**src/rtl/dma_irq_pkg.sv**
```systemverilog
package dma_irq_pkg;
    localparam int REG_AW = 16;
    localparam int REG_DW = 32;
    localparam int CH_W   = 8;
    localparam int C2H_LSB = 4;

    localparam logic [REG_AW-1:0] USR_MASK_A = 16'h2004;
    localparam logic [REG_AW-1:0] CHN_MASK_A = 16'h2010;
    localparam logic [REG_AW-1:0] USR_REQ_A  = 16'h2040;
    localparam logic [REG_AW-1:0] CHN_REQ_A  = 16'h2044;
    localparam logic [REG_AW-1:0] USR_PEND_A = 16'h2048;
    localparam logic [REG_AW-1:0] CHN_PEND_A = 16'h204C;

    localparam logic [REG_AW-1:0] SET_OFS = 16'h0004;
    localparam logic [REG_AW-1:0] CLR_OFS = 16'h0008;
endpackage

```
**src/rtl/irq_mask_bank.sv**
```systemverilog
module irq_mask_bank
    import dma_irq_pkg::*;
#(
    parameter int               W    = 8,
    parameter logic [REG_AW-1:0] BASE = 16'h2010,
    parameter logic [W-1:0]     IMPL = '1
) (
    input  logic              clk,
    input  logic              rst_n,
    input  logic              wr_en_i,
    input  logic [REG_AW-1:0] addr_i,
    input  logic [REG_DW-1:0] wdata_i,
    output logic [W-1:0]      mask_o
);
    typedef struct packed {
        logic [W-1:0] mask;
    } bank_st_t;

    bank_st_t  st_d, st_q;
    logic [W-1:0] wbits;
    logic hit_wr, hit_set, hit_clr;

    always_comb begin
        wbits   = wdata_i[W-1:0] & IMPL;
        hit_wr  = wr_en_i && (addr_i == BASE);
        hit_set = wr_en_i && (addr_i == BASE + SET_OFS);
        hit_clr = wr_en_i && (addr_i == BASE + CLR_OFS);
        st_d = st_q;
        if (hit_wr)
            st_d.mask = wbits;
        else if (hit_set)
            st_d.mask = st_q.mask | wbits;
        else if (hit_clr)
            st_d.mask = st_q.mask & ~wbits;
    end

    always_ff @(posedge clk) begin
        if (!rst_n) st_q <= '0;
        else        st_q <= st_d;
    end

    assign mask_o = st_q.mask;

    assert_set_bits_R3: assert property (@(posedge clk) disable iff (!rst_n)
        hit_set |=> ((mask_o & $past(wbits)) == $past(wbits)));
    assert_clr_bits_R4: assert property (@(posedge clk) disable iff (!rst_n)
        hit_clr |=> ((mask_o & $past(wbits)) == '0));
    assert_set_keeps_R3: assert property (@(posedge clk) disable iff (!rst_n)
        hit_set |=> ((mask_o & ~$past(wbits)) == ($past(mask_o) & ~$past(wbits))));
    assert_other_wr_hold_R9: assert property (@(posedge clk) disable iff (!rst_n)
        !(hit_wr || hit_set || hit_clr) |=> $stable(mask_o));
endmodule

```
**src/rtl/irq_reg_readback.sv**
```systemverilog
module irq_reg_readback
    import dma_irq_pkg::*;
#(
    parameter int CW = 8,
    parameter int UW = 16
) (
    input  logic              clk,
    input  logic              rst_n,
    input  logic              rd_en_i,
    input  logic [REG_AW-1:0] addr_i,
    input  logic [CW-1:0]     chn_mask_i,
    input  logic [CW-1:0]     chn_req_i,
    input  logic [CW-1:0]     chn_pend_i,
    input  logic [UW-1:0]     usr_mask_i,
    input  logic [UW-1:0]     usr_req_i,
    input  logic [UW-1:0]     usr_pend_i,
    output logic [REG_DW-1:0] rdata_o
);
    typedef struct packed {
        logic [REG_DW-1:0] rdata;
    } rb_st_t;

    rb_st_t st_d, st_q;

    always_comb begin
        st_d.rdata = '0;
        if (rd_en_i) begin
            case (addr_i)
                CHN_MASK_A: st_d.rdata = REG_DW'(chn_mask_i);
                CHN_REQ_A:  st_d.rdata = REG_DW'(chn_req_i);
                CHN_PEND_A: st_d.rdata = REG_DW'(chn_pend_i);
                USR_MASK_A: st_d.rdata = REG_DW'(usr_mask_i);
                USR_REQ_A:  st_d.rdata = REG_DW'(usr_req_i);
                USR_PEND_A: st_d.rdata = REG_DW'(usr_pend_i);
                default:    st_d.rdata = '0;
            endcase
        end
    end

    always_ff @(posedge clk) begin
        if (!rst_n) st_q <= '0;
        else        st_q <= st_d;
    end

    assign rdata_o = st_q.rdata;

    assert_idle_zero_R10: assert property (@(posedge clk) disable iff (!rst_n)
        !rd_en_i |=> (rdata_o == '0));
endmodule

```
**src/rtl/dma_irq_aggregator.sv**
```systemverilog
module dma_irq_aggregator
    import dma_irq_pkg::*;
#(
    parameter int NUM_H2C = 4,
    parameter int NUM_C2H = 4,
    parameter int NUM_USR = 16
) (
    input  logic                clk,
    input  logic                rst_n,
    input  logic [NUM_H2C-1:0]  h2c_irq_i,
    input  logic [NUM_C2H-1:0]  c2h_irq_i,
    input  logic [NUM_USR-1:0]  usr_irq_i,
    input  logic                reg_wr_i,
    input  logic                reg_rd_i,
    input  logic [REG_AW-1:0]   reg_addr_i,
    input  logic [REG_DW-1:0]   reg_wdata_i,
    output logic [REG_DW-1:0]   reg_rdata_o,
    output logic                host_irq_o
);
    localparam logic [CH_W-1:0] CH_IMPL =
        CH_W'(((1 << NUM_H2C) - 1) | (((1 << NUM_C2H) - 1) << C2H_LSB));

    typedef struct packed {
        logic irq;
    } top_st_t;

    logic [CH_W-1:0]    chn_pend, chn_mask, chn_req;
    logic [NUM_USR-1:0] usr_mask, usr_req;
    logic               any_req;
    top_st_t            st_d, st_q;

    always_comb begin
        chn_pend = '0;
        chn_pend[NUM_H2C-1:0]           = h2c_irq_i;
        chn_pend[C2H_LSB +: NUM_C2H]    = c2h_irq_i;
    end

    irq_mask_bank #(.W(CH_W), .BASE(CHN_MASK_A), .IMPL(CH_IMPL)) chn_bank_i (
        .clk(clk), .rst_n(rst_n), .wr_en_i(reg_wr_i), .addr_i(reg_addr_i),
        .wdata_i(reg_wdata_i), .mask_o(chn_mask)
    );

    irq_mask_bank #(.W(NUM_USR), .BASE(USR_MASK_A), .IMPL('1)) usr_bank_i (
        .clk(clk), .rst_n(rst_n), .wr_en_i(reg_wr_i), .addr_i(reg_addr_i),
        .wdata_i(reg_wdata_i), .mask_o(usr_mask)
    );

    always_comb begin
        chn_req = chn_pend & chn_mask;
        usr_req = usr_irq_i & usr_mask;
        any_req = (|chn_req) | (|usr_req);
        st_d.irq = any_req;
    end

    always_ff @(posedge clk) begin
        if (!rst_n) st_q <= '0;
        else        st_q <= st_d;
    end

    assign host_irq_o = st_q.irq;

    irq_reg_readback #(.CW(CH_W), .UW(NUM_USR)) rb_i (
        .clk(clk), .rst_n(rst_n), .rd_en_i(reg_rd_i), .addr_i(reg_addr_i),
        .chn_mask_i(chn_mask), .chn_req_i(chn_req), .chn_pend_i(chn_pend),
        .usr_mask_i(usr_mask), .usr_req_i(usr_req), .usr_pend_i(usr_irq_i),
        .rdata_o(reg_rdata_o)
    );

    assert_irq_rise_R8: assert property (@(posedge clk) disable iff (!rst_n)
        any_req |=> host_irq_o);
    assert_irq_fall_R8: assert property (@(posedge clk) disable iff (!rst_n)
        !any_req |=> !host_irq_o);
    assert_masked_quiet_R6: assert property (@(posedge clk) disable iff (!rst_n)
        ((chn_mask == '0) && (usr_mask == '0)) |=> !host_irq_o);
endmodule

```
**config.mk**
```make
export PLATFORM = sky130hd
export DESIGN_NAME = dma_irq_aggregator
export DESIGN_NICKNAME = d
export VERILOG_FILES = /design/src/rtl/dma_irq_pkg.sv /design/src/rtl/irq_mask_bank.sv /design/src/rtl/irq_reg_readback.sv /design/src/rtl/dma_irq_aggregator.sv
export SDC_FILE = /design/constraint.sdc
export NUM_CORES = 1
export LEC_CHECK = 0
export ABC_CLOCK_PERIOD_IN_PS = 3100
export CAP_MARGIN = 10
export CORE_ASPECT_RATIO = 0.9
export CORE_MARGIN = 4
export CORE_UTILIZATION = 25
export DETAILED_ROUTE_END_ITERATION = 7
export SYNTH_ARGS = -nofsm -noshare
export SYNTH_HDL_FRONTEND = slang
export SYNTH_SLANG_ARGS = --single-unit
```
**constraint.sdc**
```tcl
create_clock -name clk -period 3.1 [get_ports clk]
set_input_delay 0.93 -clock clk [delete_from_list [all_inputs] [get_ports clk]]
set_output_delay 0.93 -clock clk [all_outputs]
set_load 0.02 [all_outputs]
```
==> run summary, run 1 <==
Post-place setup slack: -0.226 ns
Horizontal die dimension: 109 um
Worst-case vdd ir drop: 154 uV
Number of nets in the final layout: 438
Crit path capture: rb_i.rdata_o[5]
Clock Tree Buf Depth: 2
CTS buffer count: 5
Number of global-route vias before repair: 2397
Clock root buffer master: clkbuf_8
Detail Route met3 WL: 528 um
Worst setup slack for register-to-register paths: 1.78 ns
Wire length on met1: 3670 um
Pins Over Slew Limit: 0
Unrepaired setup endpoints after global routing: no
Warnings from Yosys: 0
Core box area: 0.00873 sq mm
Total placed instance area: 0.00330 sq mm
Maximum clock rate: 0.328 GHz
Total power per unit cell area: 301 mW/mm^2
Antenna violations before repair: 0
Deepest level of the CTS H-tree: 2
Fraction of layout instances using a drive strength above 1: 0.140
Crit Path Category: in -> reg
Rows: 32
Clock-pin slew on the worst setup and hold paths: 0.08 ns
Detailed Route WL: 7870 um
Critical path peak fanout: 16
Crit share post-route: 0.985
Arr. time, crit path: 3.25 ns
Antenna diode instance count: 0
Main area contributors after synthesis: dfxtp_1, a32o_1, o21ai_0, buf_4, a22oi_1
Floorplan die area: 0.0107 sq mm
Flop and latch count out of synthesis: 41
Highest metal layer with signal wires: met4
Detail Route Antenna Nets: 0
Wire length of the first global-routing pass: 12500 um
Average detailed-routed wire length per instance: 16.3 um
Routed vias: 2450
Fin area: 0.00338 sq mm
Distinct cell type count of the synthesized netlist: 45
Setup TNS after final layout: 0 ns
Final RePlAce weighted congestion: 0.871
Number of primary I/O pins: 109
R2r endpoint: host_irq_o
Pin count of the biggest net entering global routing: 26
Area share of the leading cell type in the synthesized netlist: 0.360
Worst setup startpoint: reg_addr_i[15]
Drt first pass iters: 4
Vias per cell: 5.08
Overflow left after global routing: 0
Final critical-path required period: 3.05 ns
Critical path launch point type: input port
Total setup violations reported at the end of the flow: 0
Height of the die: 98.6 um
Post-CTS repair timing setup buffer count: 0
Highest-count cells in the layout ignoring fill and taps: clkdlybuf4s50_1, dfxtp_1, buf_4
Clock Sink Count: 41
Area taken by flip-flops and latches: 821 sq um
Multi-input combinational cell area: 0.00132 sq mm
Later-pin clock latency in the skew report: 0.29 ns
Most frequent standard cell in the layout excluding fill and tap cells: clkdlybuf4s50_1
Global-route usage over all layers: 0.147
Fillcell total: 938
Most area-hungry cell type in the Yosys netlist: dfxtp_1
Status: complete, no violations
Synthesized cell area: 0.00228 sq mm
Number of cells produced by synthesis: 263
Count of cells along the worst register-to-register path: 4
Final worst setup slack: 0.0470 ns
Detailed Place HPWL: 6280 um
Routed length on met2: 3580 um
Port-buffer cells: 76
Syn avg cell area: 8.67 sq um
End-of-flow core utilization: 0.388
Violation count after the first detailed-routing iteration: 123
Class of the most critical hold timing path: reg -> reg
Cts hold-fix bufs: 0
Leakage power figure: 1.12 nW
Final setup skew: 0.00345 ns
Clock tree from TritonCTS: built
Hold Fails Final Rpt: 0
CTS-repair resized insts: 0
Sequential cell area fraction in the yosys report: 0.360
Max-capacitance violation count: 0
Area added between synthesis and finish: 48.5%
Type of destination of the critical path: register
Post-layout total power: 0.00102 W
Starting density of the core: 0.261
Required time worst endpoint: 3.29 ns
Number of remaining DRC errors: 0
## power breakdown
part | total, W | switching, W | internal (W)
clock | 0.000333 | 0.000177 | 0.000156
sequential | 0.000526 | 0.00000000602 | 0.000526
combinational | 0.000160 | 0.0000747 | 0.0000850
total | 0.00102 | 0.000252 | 0.000767
## area by class of cell
type / instances / share of cell area
repair buffers: 110 / 0.300
clock buffers: 6 / 0.0214
multi-input cells: 204 / 0.389
flip-flops and latches: 41 / 0.243
clock inverters: 2 / 0.00296
well taps: 119 / 0.0440
## metal layers
metal | GRT usage | vias up
met5 | 0 | -
met4 | 0.0369 | 0
met3 | 0.0301 | 6
met2 | 0.225 | 91
met1 | 0.211 | 1164
li1 | - | 1189
## logic make-up after synthesis
group	count (synthesis)	synth area share
compound gates	113	0.346
xor+xnor	1	0.00384
buf+inv	33	0.0895
flops	41	0.360
mux	1	0.00439
other cells	1	0.00164
simple gates	73	0.195
## synthesized netlist by cell type, drive strengths merged
cell type  number
a22o            2
nand3           5
o31a            1
a21oi          18
clkbuf         12
a32o           24
nand3b          1
a22oi          13
nand4           2
o22ai           1
buf            21
dfxtp          41
mux2i           1
nor3b           1
a221oi          2
o311ai          1
a32oi           1
or4             4
a2111oi         1
nor4            5
nand2b          2
nor2            5
o211ai          1
a21o            2
conb            1
o21a            3
or4b            5
a31oi           4
or4bb           1
xnor2           1
nor3            9
and2           14
nand2          17
o21ai          39
or2             2
## worst min-delay path by stage
stage	from	to	slack [ns]	depth (start not counted)
5_1_grt	register	rb_i.rdata_o[13]	0.57	2
3_5_place_dp	register	rb_i.rdata_o[11]	0.51	2
6_report	register	rb_i.rdata_o[13]	0.53	2
3_3_place_gp	register	rb_i.rdata_o[14]	0.51	2
4_1_cts	register	rb_i.rdata_o[13]	0.53	2
2_1_floorplan	register	rb_i.rdata_o[6]	0.46	2
## worst max-delay path: stages
cell             delay (ns)
clkdlybuf4s50_1        0.39
or4_1                  0.54
or2_1                  0.35
buf_4                  0.19
nor3_1                 0.27
o311ai_1               0.14
buf_4                  0.21
a31oi_1                0.22
## per-stage QoR
stage,std cells,hold slack [ns]
floorplan,278,0.458
global placement,474,0.507
detailed placement,474,0.514
CTS,482,0.534
global route,482,0.566
finish,482,0.528
Power figures use the tool's default switching activity.
==> inputs of run 2 (changes only) <==
--- a/config.mk
+++ b/config.mk
@@ -6,11 +6,14 @@
 export NUM_CORES = 1
 export LEC_CHECK = 0
 export ABC_CLOCK_PERIOD_IN_PS = 3100
-export CAP_MARGIN = 10
+export CAP_MARGIN = 40
+export CELL_PAD_IN_SITES_DETAIL_PLACEMENT = 1
+export CELL_PAD_IN_SITES_GLOBAL_PLACEMENT = 1
 export CORE_ASPECT_RATIO = 0.9
 export CORE_MARGIN = 4
 export CORE_UTILIZATION = 25
 export DETAILED_ROUTE_END_ITERATION = 7
+export PLACE_DENSITY_LB_ADDON = 0.1
 export SYNTH_ARGS = -nofsm -noshare
 export SYNTH_HDL_FRONTEND = slang
 export SYNTH_SLANG_ARGS = --single-unit
==> run summary, run 2 (same netlist as run 1, synthesis figures left out) <==
Port-buffer cells: 76 (unchanged)
Critical path peak fanout: 8 (was 16)
Final worst setup slack: 0.202 ns (was 0.0470 ns)
Area added between synthesis and finish: 48.9% (was 48.5%)
Detailed Place HPWL: 6990 um (was 6280 um)
Post-CTS repair timing setup buffer count: 0 (unchanged)
Leakage power figure: 1.12 nW (about the same)
Clock tree from TritonCTS: built (unchanged)
Final setup skew: 0.00930 ns (was 0.00345 ns)
Number of global-route vias before repair: 2465 (was 2397)
Clock-pin slew on the worst setup and hold paths: 0.08 ns (about the same)
Total power per unit cell area: 308 mW/mm^2 (was 301 mW/mm^2)
Post-place setup slack: -0.280 ns (was -0.226 ns)
Critical path launch point type: input port (unchanged)
Drt first pass iters: 4 (unchanged)
Crit share post-route: 0.935 (was 0.985)
Crit Path Category: in -> reg (unchanged)
Later-pin clock latency in the skew report: 0.30 ns (was 0.29 ns)
Overflow left after global routing: 0 (unchanged)
Vias per cell: 5.07 (was 5.08)
Hold Fails Final Rpt: 0 (unchanged)
CTS-repair resized insts: 0 (unchanged)
Max-capacitance violation count: 0 (unchanged)
Required time worst endpoint: 3.29 ns (about the same)
Fillcell total: 1076 (was 938)
Height of the die: 98.6 um (unchanged)
Clock root buffer master: clkbuf_8 (unchanged)
Core box area: 0.00873 sq mm (unchanged)
Deepest level of the CTS H-tree: 2 (unchanged)
Global-route usage over all layers: 0.161 (was 0.147)
Wire length of the first global-routing pass: 13400 um (was 12500 um)
Arr. time, crit path: 3.09 ns (was 3.25 ns)
Fraction of layout instances using a drive strength above 1: 0.146 (was 0.140)
Final RePlAce weighted congestion: 0.848 (was 0.871)
Unrepaired setup endpoints after global routing: no (unchanged)
Status: complete, no violations (unchanged)
Routed vias: 2442 (was 2450)
Rows: 32 (unchanged)
Number of remaining DRC errors: 0 (unchanged)
Maximum clock rate: 0.345 GHz (was 0.328 GHz)
Type of destination of the critical path: register (unchanged)
Cts hold-fix bufs: 0 (unchanged)
Clock Sink Count: 41 (unchanged)
Post-layout total power: 0.00105 W (was 0.00102 W)
Clock Tree Buf Depth: 2 (unchanged)
Pin count of the biggest net entering global routing: 26 (unchanged)
Violation count after the first detailed-routing iteration: 64 (was 123)
Antenna violations before repair: 0 (unchanged)
Detail Route Antenna Nets: 0 (unchanged)
Highest-count cells in the layout ignoring fill and taps: clkdlybuf4s50_1, dfxtp_1, buf_4 (unchanged)
Floorplan die area: 0.0107 sq mm (unchanged)
Class of the most critical hold timing path: reg -> reg (unchanged)
Number of primary I/O pins: 109 (unchanged)
Detailed Route WL: 8720 um (was 7870 um)
Final critical-path required period: 2.90 ns (was 3.05 ns)
CTS buffer count: 5 (unchanged)
Antenna diode instance count: 0 (unchanged)
Most frequent standard cell in the layout excluding fill and tap cells: clkdlybuf4s50_1 (unchanged)
Total setup violations reported at the end of the flow: 0 (unchanged)
Pins Over Slew Limit: 0 (unchanged)
Starting density of the core: 0.261 (unchanged)
Number of nets in the final layout: 438 (unchanged)
Worst-case vdd ir drop: 153 uV (was 154 uV)
Average detailed-routed wire length per instance: 18.1 um (was 16.3 um)
Horizontal die dimension: 109 um (unchanged)
[run 2: power by group]
group	total (W)	switching [W]	internal [W]
Sequential	0.000526	0.00000000637	0.000526
Combinational	0.000160	0.0000754	0.0000842
Clock	0.000360	0.000200	0.000160
[run 2: final timing paths]
check | from | end | slack (ns) | cells past startpoint
min reg2reg | register | rb_i.rdata_o[0] | 0.54 | 2
min | register | rb_i.rdata_o[0] | 0.54 | 2
max reg2reg | register | host_irq_o | 1.73 | 4
max | reg_addr_i[15] | register | 0.20 | 7
[run 2: through the flow]
| step | cell area [sq um] | TNS [ns] | hold slack (ns) | util | instances |
|---|---|---|---|---|---|
| after floorplan | 2340 | 0 | 0.458 | - | 278 |
| after detailed placement | 3300 | -7.50 | 0.522 | 0.378 | 474 |
| after global placement | 3300 | -7.36 | 0.514 | 0.378 | 474 |
| after CTS | 3390 | 0 | 0.544 | 0.388 | 482 |
| final | 3390 | 0 | 0.536 | 0.389 | 482 |
| after global routing | 3390 | 0 | 0.567 | 0.389 | 482 |
[run 2: routing by layer]
layer | part of all wire | vias to the layer above | track usage
met5 | 0 | - | 0
met2 | 0.46 | 62 | 0.255
met1 | 0.47 | 1186 | 0.231
met3 | 0.062 | 4 | 0.0275
li1 | - | 1190 | -
met4 | 0.0044 | 0 | 0.0262
[run 2: area by class of cell]
type,count,area (sq um),area share
multi-input cells,204,1320,0.388
repair buffers,110,1020,0.299
flip-flops and latches,41,821,0.242
well taps,119,149,0.0439
clock buffers,5,68.8,0.0203
clock inverters,3,21.3,0.00627
[run 2: worst max-delay path: stages]
cell and delay (ns):
clkdlybuf4s50_1 0.39, or4_1 0.55, or2_4 0.34, a2111oi_4 0.34
buf_4 0.21, o21ai_0 0.08, a32o_1 0.26
==> inputs of run 3 (changes only) <==
--- a/config.mk
+++ b/config.mk
@@ -5,15 +5,16 @@
 export SDC_FILE = /design/constraint.sdc
 export NUM_CORES = 1
 export LEC_CHECK = 0
-export ABC_CLOCK_PERIOD_IN_PS = 3100
+export ABC_CLOCK_PERIOD_IN_PS = 3700
 export CAP_MARGIN = 40
 export CELL_PAD_IN_SITES_DETAIL_PLACEMENT = 1
 export CELL_PAD_IN_SITES_GLOBAL_PLACEMENT = 1
 export CORE_ASPECT_RATIO = 0.9
 export CORE_MARGIN = 4
-export CORE_UTILIZATION = 25
+export CORE_UTILIZATION = 30
 export DETAILED_ROUTE_END_ITERATION = 7
 export PLACE_DENSITY_LB_ADDON = 0.1
+export SLEW_MARGIN = 10
 export SYNTH_ARGS = -nofsm -noshare
 export SYNTH_HDL_FRONTEND = slang
 export SYNTH_SLANG_ARGS = --single-unit
==> constraint.sdc (replaced) <==
create_clock -name clk -period 3.7 [get_ports clk]
set_input_delay 1.11 -clock clk [delete_from_list [all_inputs] [get_ports clk]]
set_output_delay 1.11 -clock clk [all_outputs]
set_load 0.02 [all_outputs]
==> run summary, run 3 (same netlist as run 1, synthesis figures left out) <==
Status: complete, no violations (unchanged)
Highest-count cells in the layout ignoring fill and taps: clkdlybuf4s50_1, dfxtp_1, o21ai_0 (was clkdlybuf4s50_1, dfxtp_1, buf_4)
Antenna violations before repair: 0 (unchanged)
Number of nets in the final layout: 422 (was 438)
Clock Tree Buf Depth: 2 (unchanged)
Placed cells: 432 (was 474)
Setup TNS after final layout: 0 ns (unchanged)
Required time worst endpoint: 3.91 ns (was 3.29 ns)
Number of primary I/O pins: 109 (unchanged)
Post-CTS repair timing setup buffer count: 0 (unchanged)
Fin area: 0.00324 sq mm (was 0.00339 sq mm)
Horizontal die dimension: 99.9 um (was 109 um)
Cts hold-fix bufs: 0 (unchanged)
Number of remaining DRC errors: 0 (unchanged)
Hold Fails Final Rpt: 0 (unchanged)
Average detailed-routed wire length per instance: 18.5 um (was 18.1 um)
Clock-pin slew on the worst setup and hold paths: 0.09 ns (was 0.08 ns)
Comb pwr share: 0.143 (was 0.153)
Final critical-path required period: 3.24 ns
Violation count after the first detailed-routing iteration: 109 (was 64)
Final RePlAce weighted congestion: 0.830 (was 0.848)
Delay-heaviest family, CP: compound AO/OA/AOI/OAI gates (was simple AND/OR/NAND/NOR gates)
Vias per cell: 5.49 (was 5.07)
Crit share post-route: 0.875
Leakage power figure: 1.04 nW (was 1.12 nW)
Worst hold slack after final layout: 0.535 ns (was 0.536 ns)
Internal Pwr Total: 0.000643 W (was 0.000770 W)
Most frequent standard cell in the layout excluding fill and tap cells: clkdlybuf4s50_1 (unchanged)
Floorplan die area: 0.00906 sq mm (was 0.0107 sq mm)
Fraction of layout instances using a drive strength above 1: 0.101 (was 0.146)
Final setup skew: 0.0144 ns (was 0.00930 ns)
Total power per unit cell area: 272 mW/mm^2 (was 308 mW/mm^2)
Detail Route met3 WL: 651 um (was 545 um)
CTS buffer count: 5 (unchanged)
Count of cells along the worst register-to-register path: 4 (unchanged)
Deepest level of the CTS H-tree: 2 (unchanged)
Worst-case vdd ir drop: 220 uV (was 153 uV)
Detailed Place HPWL: 6300 um (was 6990 um)
Total setup violations reported at the end of the flow: 0 (unchanged)
Later-pin clock latency in the skew report: 0.31 ns (was 0.30 ns)
Port-buffer cells: 76 (unchanged)
Clock tree from TritonCTS: built (unchanged)
Fillcell total: 861 (was 1076)
Total placed instance area: 0.00314 sq mm (was 0.00330 sq mm)
CTS-repair resized insts: 0 (unchanged)
Slowest cell delay on critical path: 0.54 ns (was 0.55 ns)
Wire length on met1: 3700 um (was 4090 um)
Number of standard cells in the final layout excluding fillers: 440 (was 482)
Class of the most critical hold timing path: reg -> reg (unchanged)
Detail Route Antenna Nets: 0 (unchanged)
Detailed Route WL: 8150 um (was 8720 um)
Rows: 29 (was 32)
Critical path peak fanout: 8 (unchanged)
Share of power burned in registers: 0.501 (was 0.503)
Wire length of the first global-routing pass: 12900 um (was 13400 um)
Net switching fraction of the power: 0.270 (was 0.264)
Cell depth of the worst setup path: 6 (was 7)
Type of destination of the critical path: register (unchanged)
Max-capacitance violation count: 0 (unchanged)
Number of global-route vias before repair: 2357 (was 2465)
Sw power: 0.000237 W (was 0.000276 W)
Worst hold path depth: 2 (unchanged)
Global-route usage over all layers: 0.181 (was 0.161)
Area added between synthesis and finish: 42.0% (was 48.9%)
Critical path launch point type: input port (unchanged)
Highest metal layer with signal wires: met4 (unchanged)
Unrepaired setup endpoints after global routing: no (unchanged)
Crit Path Category: in -> reg (unchanged)
Maximum clock rate: 0.309 GHz
Critical-path cell with the highest stage delay: a2111oi_4 (was or4_1)
Routed length on met2: 3720 um (was 4050 um)
Antenna diode instance count: 0 (unchanged)
Cell-by-cell trace of the critical path: clkdlybuf4s50_1 -> or4_1 -> or2_1 -> a2111oi_4 -> o21ai_0 -> a32o_1 (was clkdlybuf4s50_1 -> or4_1 -> or2_4 -> a2111oi_4 -> buf_4 -> o21ai_0 -> a32o_1)
Routed vias: 2414 (was 2442)
Starting density of the core: 0.316 (was 0.261)
Height of the die: 90.7 um (was 98.6 um)
Clock Power Share: 0.356 (was 0.344)
Pins Over Slew Limit: 0 (unchanged)
Pin count of the biggest net entering global routing: 26 (unchanged)
Core box area: 0.00722 sq mm (was 0.00873 sq mm)
Arr. time, crit path: 3.45 ns (was 3.09 ns)
Clock Sink Count: 41 (unchanged)
Drt first pass iters: 4 (unchanged)
Number of buffer and inverter instances along the worst setup path: 1 (was 2)
Overflow left after global routing: 0 (unchanged)
Clock root buffer master: clkbuf_8 (unchanged)
[run 3: changes by cell type in the layout (fill, tap and decap cells not counted), sizes merged]
cell and change:
buf -16
[run 3: cell type report]
type	count	area (sq um)	area share
Timing Repair Buffer	94	896	0.277
Clock inverter	3	25.0	0.00773
Clock buffer	5	68.8	0.0213
Sequential cell	41	821	0.253
Multi-Input combinational cell	204	1310	0.405
Tap cell	93	116	0.0359
[run 3: power by group through the flow]
| stage | clock network, W | registers, W | logic (W) |
|---|---|---|---|
| 2_1_floorplan | 0 | 0.000451 | 0.0000497 |
| 3_3_place_gp | 0 | 0.000451 | 0.000124 |
| 3_5_place_dp | 0 | 0.000451 | 0.000125 |
| 4_1_cts | 0.000323 | 0.000441 | 0.000126 |
| 5_1_grt | 0.000338 | 0.000441 | 0.000135 |
| 6_report | 0.000313 | 0.000441 | 0.000126 |
[run 3: worst register-to-register path: stages (launching register included)]
cell and delay, ns:
dfxtp_1 0.37, a22o_1 0.24, a221oi_1 0.20, nand3_1 0.11, o31a_1 0.33
[run 3: routing by layer]
metal,GRT usage,vias up
met5,0,-
met4,0.0455,0
met3,0.0340,8
met2,0.273,81
met1,0.262,1170
li1,-,1155
[run 3: metrics by stage]
step	setup slack (ns)	utilization	total power, W
after global routing	0.279	0.448	0.000913
final	0.463	0.448	0.000880
after floorplan	0.627	-	0.000501
after detailed placement	0.124	0.435	0.000576
after global placement	0.131	0.435	0.000575
after CTS	0.452	0.448	0.000890
[run 3: path summary, 6_finish.rpt]
kind,from,endpoint,slack [ns]
worst min-delay path,register,rb_i.rdata_o[13],0.53
worst max-delay path,reg_addr_i[15],register,0.46
worst max register to register,register,host_irq_o,2.33
worst min register to register,register,rb_i.rdata_o[13],0.53
